===== config.mk =====
export PLATFORM = sky130hd
export DESIGN_NAME = fovr_mode_ctrl
export DESIGN_NICKNAME = d
export VERILOG_FILES = /design/src/rtl/fovr_pkg.sv /design/src/rtl/fovr_pin_sync.sv /design/src/rtl/fovr_ctl_regs.sv /design/src/rtl/fovr_arbiter.sv /design/src/rtl/fovr_seq.sv /design/src/rtl/fovr_mode_ctrl.sv
export SDC_FILE = /design/constraint.sdc
export NUM_CORES = 1
export LEC_CHECK = 0
export ABC_AREA = 1
export ABC_CLOCK_PERIOD_IN_PS = 1300
export CAP_MARGIN = 20
export CORE_MARGIN = 2
export CORE_UTILIZATION = 30
export DETAILED_ROUTE_END_ITERATION = 12
export DONT_BUFFER_PORTS = 1
export HOLD_SLACK_MARGIN = 0.02
export SYNTH_ARGS = -nofsm -noshare
export SYNTH_HDL_FRONTEND = slang
export SYNTH_SLANG_ARGS = --single-unit
export TNS_END_PERCENT = 20

===== constraint.sdc =====
create_clock -name clk -period 1.3 [get_ports clk]
set_input_delay 0.26 -clock clk [delete_from_list [all_inputs] [get_ports clk]]
set_output_delay 0.26 -clock clk [all_outputs]
set_load 0.05 [all_outputs]

===== src/rtl/fovr_pkg.sv =====
package fovr_pkg;

    localparam int CTL_W = 3;

    typedef enum logic [1:0] {
        SRC_NONE = 2'd0,
        SRC_SW   = 2'd1,
        SRC_PIN  = 2'd2,
        SRC_TMR  = 2'd3
    } fovr_src_e;

    // control word layout: {timer enable, pin enable, mode select}
    typedef struct packed {
        logic tmr_en;
        logic pin_en;
        logic mode_sel;
    } fovr_ctl_t;

    typedef struct packed {
        logic      valid;
        fovr_src_e src;
        logic      mode;
    } fovr_req_t;

    typedef enum logic {
        ST_IDLE = 1'b0,
        ST_BUSY = 1'b1
    } fovr_state_e;

    localparam fovr_req_t REQ_NONE = '{valid: 1'b0, src: SRC_NONE, mode: 1'b0};

    function automatic fovr_req_t mk_req(input fovr_src_e s, input logic m);
        fovr_req_t r;
        r.valid = 1'b1;
        r.src   = s;
        r.mode  = m;
        return r;
    endfunction

    // fixed priority: software, then pin, then timer
    function automatic fovr_req_t pick_req(input fovr_req_t sw,
                                           input fovr_req_t pin,
                                           input fovr_req_t tmr);
        if (sw.valid)       return sw;
        else if (pin.valid) return pin;
        else if (tmr.valid) return tmr;
        else                return REQ_NONE;
    endfunction

endpackage


===== src/rtl/fovr_pin_sync.sv =====
module fovr_pin_sync #(
    parameter int STAGES = 2
) (
    input  logic clk,
    input  logic rst,
    input  logic pin_async,
    output logic pin_sync
);
    logic [STAGES-1:0] chain_q;

    always_ff @(posedge clk) begin
        if (rst) chain_q[0] <= 1'b0;
        else     chain_q[0] <= pin_async;
    end

    for (genvar g = 1; g < STAGES; g++) begin : g_stage
        always_ff @(posedge clk) begin
            if (rst) chain_q[g] <= 1'b0;
            else     chain_q[g] <= chain_q[g-1];
        end
    end

    assign pin_sync = chain_q[STAGES-1];
endmodule


===== src/rtl/fovr_ctl_regs.sv =====
module fovr_ctl_regs
    import fovr_pkg::*;
(
    input  logic             clk,
    input  logic             rst,
    input  logic             wr_en,
    input  logic [CTL_W-1:0] wr_data,
    input  logic             cur_mode,
    output logic             pin_en,
    output logic             tmr_en,
    output fovr_req_t        sw_req
);
    fovr_ctl_t wr_word;
    assign wr_word = fovr_ctl_t'(wr_data);

    always_ff @(posedge clk) begin
        if (rst) begin
            pin_en <= 1'b0;
            tmr_en <= 1'b0;
        end else if (wr_en) begin
            pin_en <= wr_word.pin_en;
            tmr_en <= wr_word.tmr_en;
        end
    end

    always_comb begin
        sw_req = REQ_NONE;
        if (wr_en && (wr_word.mode_sel != cur_mode))
            sw_req = mk_req(SRC_SW, wr_word.mode_sel);
    end

    // enables follow the last write, one cycle later
    a_r11_enable_follows_write: assert property (@(posedge clk) disable iff (rst)
        $past(wr_en) |-> (pin_en == $past(wr_data[1])) && (tmr_en == $past(wr_data[2])));
endmodule


===== src/rtl/fovr_arbiter.sv =====
module fovr_arbiter
    import fovr_pkg::*;
(
    input  logic      clk,
    input  logic      rst,
    input  fovr_req_t sw_req,
    input  logic      pin_lvl,
    input  logic      pin_en,
    input  logic      wdog_hit,
    input  logic      tmr_en,
    input  logic      cur_mode,
    output fovr_req_t win
);
    fovr_req_t pin_req, tmr_req;

    always_comb begin
        pin_req = REQ_NONE;
        if (pin_en && (pin_lvl != cur_mode))
            pin_req = mk_req(SRC_PIN, pin_lvl);
        tmr_req = REQ_NONE;
        if (tmr_en && wdog_hit)
            tmr_req = mk_req(SRC_TMR, ~cur_mode);
        win = pick_req(sw_req, pin_req, tmr_req);
    end

    // software request always wins when present
    a_r10_sw_first: assert property (@(posedge clk) disable iff (rst)
        sw_req.valid |-> (win.src == SRC_SW) && (win.mode == sw_req.mode));
    // pin beats timer when no software request
    a_r10_pin_over_tmr: assert property (@(posedge clk) disable iff (rst)
        (!sw_req.valid && pin_en && (pin_lvl != cur_mode)) |-> (win.src == SRC_PIN));
endmodule


===== src/rtl/fovr_seq.sv =====
module fovr_seq
    import fovr_pkg::*;
(
    input  logic      clk,
    input  logic      rst,
    input  fovr_req_t req,
    input  logic      done,
    output logic      cur_mode,
    output logic      busy,
    output logic      launch,
    output fovr_src_e launch_src,
    output logic      tgt_mode
);
    fovr_state_e state_q;

    always_ff @(posedge clk) begin
        if (rst) begin
            state_q    <= ST_IDLE;
            cur_mode   <= 1'b0;
            tgt_mode   <= 1'b0;
            launch     <= 1'b0;
            launch_src <= SRC_NONE;
        end else begin
            launch     <= 1'b0;
            launch_src <= SRC_NONE;
            case (state_q)
                ST_IDLE: begin
                    if (req.valid) begin
                        state_q    <= ST_BUSY;
                        tgt_mode   <= req.mode;
                        launch     <= 1'b1;
                        launch_src <= req.src;
                    end
                end
                ST_BUSY: begin
                    if (done) begin
                        cur_mode <= tgt_mode;
                        state_q  <= ST_IDLE;
                    end
                end
                default: state_q <= ST_IDLE;
            endcase
        end
    end

    assign busy = (state_q == ST_BUSY);

    // mode moves only on a done handshake while busy
    a_r9_mode_on_done: assert property (@(posedge clk) disable iff (rst)
        (cur_mode != $past(cur_mode)) |-> $past(done && busy));
    // a launch always comes with busy
    a_r2_launch_busy: assert property (@(posedge clk) disable iff (rst)
        launch |-> busy);
    // target frozen during an active switch
    a_r8_tgt_frozen: assert property (@(posedge clk) disable iff (rst)
        (busy && $past(busy)) |-> $stable(tgt_mode));
    // launch is a single pulse
    a_r11_single_pulse: assert property (@(posedge clk) disable iff (rst)
        launch |=> !launch);
    // a timer launch always flips the mode
    a_r6_timer_flips: assert property (@(posedge clk) disable iff (rst)
        (launch && launch_src == SRC_TMR) |-> (tgt_mode != cur_mode));
endmodule


===== src/rtl/fovr_mode_ctrl.sv =====
module fovr_mode_ctrl
    import fovr_pkg::*;
#(
    parameter int SYNC_STAGES = 2
) (
    input  logic             clk,
    input  logic             rst,
    input  logic             ctl_wr_en,
    input  logic [CTL_W-1:0] ctl_wr_data,
    input  logic             fovr_pin,
    input  logic             wdog_expire,
    input  logic             xfer_done,
    output logic             cur_mode,
    output logic             busy,
    output logic             launch,
    output logic [1:0]       launch_src,
    output logic             tgt_mode
);
    logic      pin_lvl, pin_en, tmr_en;
    fovr_req_t sw_req, win;
    fovr_src_e src_e;

    fovr_pin_sync #(.STAGES(SYNC_STAGES)) u_sync (
        .clk(clk), .rst(rst), .pin_async(fovr_pin), .pin_sync(pin_lvl)
    );

    fovr_ctl_regs u_regs (
        .clk(clk), .rst(rst), .wr_en(ctl_wr_en), .wr_data(ctl_wr_data),
        .cur_mode(cur_mode), .pin_en(pin_en), .tmr_en(tmr_en), .sw_req(sw_req)
    );

    fovr_arbiter u_arb (
        .clk(clk), .rst(rst), .sw_req(sw_req), .pin_lvl(pin_lvl),
        .pin_en(pin_en), .wdog_hit(wdog_expire), .tmr_en(tmr_en),
        .cur_mode(cur_mode), .win(win)
    );

    fovr_seq u_seq (
        .clk(clk), .rst(rst), .req(win), .done(xfer_done),
        .cur_mode(cur_mode), .busy(busy), .launch(launch),
        .launch_src(src_e), .tgt_mode(tgt_mode)
    );

    assign launch_src = src_e;
endmodule


==> impl_metrics.ini <==
[global_routing]
grt-ovfl-total = 0
grt_pass1_vias = 343
antenna_found_initial = 0
grt_pass1_wl_microns = 1320
grt_max_degree = 8
grtUsageTotal = 0.127

[clock_tree]
clk-insertion-delay-late_ns = 0.26
clk_pin_slew_ns = 0.06
post_cts_buffers = 0
cts_tree = done
postCtsHoldBufs = 0
cts_buffer_depth = 2
cts_buffers = 3
cts_resized = 0
clockRootBuffer = clkbuf_4
cts_htree_levels = 1
cts.sinks = 10

[setup_path]
crit_fanout = 1
required_ns = 1.04
ff2ff_setup_slack_ns = 0.30
path_class = reg -> out
cp-end-kind = output pin
crit_path_start_kind = flip-flop
worstPathArrival_ns = 0.88

[timing]
setup_viol = 0
grt_setup_unrepaired = false
slew_viol_final = 0
fin_ws_ns = 0.157
min_period_ns = 1.14
max_freq_ghz = 0.875
fin_tns_setup_ns = 0
finalClockSkew_ns = 0.00603
tightest_slew_ns = 0.479
hold_viol = 0
slew-limit-headroom = 0.680
period_share = 0.879

[final_layout]
drive_gt1_frac = 0.286
regArea_sq_um = 201
layout.nets = 74
diodes = 0
syn_to_final_growth_pct = 15.5
finalNonFillerCells = 78
nFillCells = 157
multi_input_area_sq_um = 171

[pwr]
p_leak_nw = 0.255
seqPwrFrac = 0.524
power.net_switching_uw = 220
power.density_mw_per_mm2 = 1440
clock_power_share = 0.296
power_uw = 698
combPwrFrac = 0.181
power.internal_uw = 478
ir_drop_uv = 730
switching_share = 0.315

[floorplan]
ios = 15
die_w_microns = 41.4
die_area_sq_mm = 0.00171
initial_core_util = 0.322
die_height_microns = 41.4
design.core.area_sq_mm = 0.00130
rows = 13

[placed_design]
port_buffers = 0
dp_cells = 75
gp_congestion = 0.787
dp_worst_setup_slack_ns = 0.298
hpwl_microns = 583

[synth]
yosys_warnings = 0
avgSynthCellArea_sq_um = 7.35
syn_nets = 66
ys_seq_area_frac = 0.478
synth_cell_types = 14
synth-seq-cells = 10
syn_area_sq_um = 419
netlist_instances = 57

[drt]
routed_wl_microns = 717
firstDrtPassIters = 2
wl_per_cell_microns = 9.19
ant_nets = 0
drtIter0Drc = 1
vias_per_cell = 4.42
vias = 345
drc = 0

[hold_path]
hp-class = in -> reg

[run_status]
status = finished, final reports clean

[flow_run]
cap_violations = 0
flip-flops by register name, summed over array words and instances, names as in the netlist:
register / cells
u_seq.tgt_mode: 1
u_seq.launch: 1
u_seq.cur_mode: 1
u_regs.pin_en: 1
u_sync.chain_q: 1
u_seq.busy: 1
u_regs.tmr_en: 1
u_seq.launch_src: 2
u_sync.pin_sync: 1
final timing paths:
path / endpoint / start / cells past startpoint
setup / recovery: launch_src[1] / u_seq.launch_src[1] / 0
hold / removal: u_sync.chain_q[0] / rst / 1
setup reg to reg: u_seq.tgt_mode / u_seq.cur_mode / 6
hold reg to reg: u_sync.pin_sync / u_sync.chain_q[0] / 2
worst reg2reg max path: stages, from the launching register on:
cell	delay, ns
dfxtp_2	0.34
inv_2	0.08
nand2_1	0.05
nand3_1	0.10
nand3_2	0.12
a21oi_1	0.15
nor2_1	0.06
cell type report:
class | instances | area share
Clock buffer | 3 | 0.0465
Multi-Input combinational cell | 35 | 0.354
Tap cell | 15 | 0.0388
Sequential cell | 10 | 0.416
Timing Repair Buffer | 3 | 0.0465
Inverter | 12 | 0.0982
power by group through the flow:
stage	Clock [mW]	Sequential, mW	Combinational [mW]
after global routing	0.240	0.369	0.140
after CTS	0.220	0.366	0.128
final	0.206	0.365	0.126
after detailed placement	0	0.373	0.127
after global placement	0	0.372	0.125
after floorplan	0	0.406	0.0645
per-stage QoR:
step	hold slack [ns]	cell area, sq um	utilization
after floorplan	0.331	420	-
after global placement	0.333	462	0.355
after detailed placement	0.335	462	0.355
after CTS	0.0522	484	0.372
after global routing	0.0443	484	0.372
final	0.0638	484	0.372
cells in the mapped netlist:
| cell | number | area share |
|---|---|---|
| inv_1 | 8 | 0.072 |
| nand2_2 | 4 | 0.060 |
| o21ai_0 | 2 | 0.024 |
| inv_4 | 1 | 0.015 |
| nor2_2 | 1 | 0.015 |
| inv_2 | 3 | 0.027 |
| nand3_2 | 2 | 0.048 |
| nand3_1 | 4 | 0.048 |
| nand2_1 | 9 | 0.081 |
| o21ai_1 | 1 | 0.012 |
| nor2_1 | 9 | 0.081 |
| a21oi_1 | 2 | 0.024 |
| dfxtp_1 | 10 | 0.48 |
| a21boi_0 | 1 | 0.018 |
logic make-up (layout without fill, tap and decap cells):
kind of cell,Yosys count,count (layout),share of synthesized area
simple gates,29,29,0.331
buf+inv,12,18,0.113
flops,10,10,0.478
compound gates,6,6,0.0776
layer usage:
| layer | vias to the layer above | global-route usage | wire, microns |
|---|---|---|---|
| met5 | - | 0 | 0 |
| met4 | 0 | 0.0242 | 0 |
| met3 | 0 | 0.101 | 83 |
| met2 | 14 | 0.203 | 330 |
| met1 | 148 | 0.129 | 302 |
| li1 | 183 | - | - |
layout by cell type, fill, tap and decap left out:
| cell | count |
|---|---|
| dfxtp_1 | 9 |
| nand3_1 | 4 |
| o21ai_0 | 2 |
| inv_2 | 3 |
| o21ai_1 | 1 |
| nor2_1 | 9 |
| inv_1 | 8 |
| clkbuf_4 | 3 |
| a21oi_1 | 2 |
| nor2_2 | 1 |
| a21boi_0 | 1 |
| nand2_2 | 4 |
| inv_4 | 1 |
| buf_4 | 3 |
| nand3_2 | 2 |
| nand2_1 | 9 |
| dfxtp_2 | 1 |
Note: power is estimated with default switching activity, not from simulation.
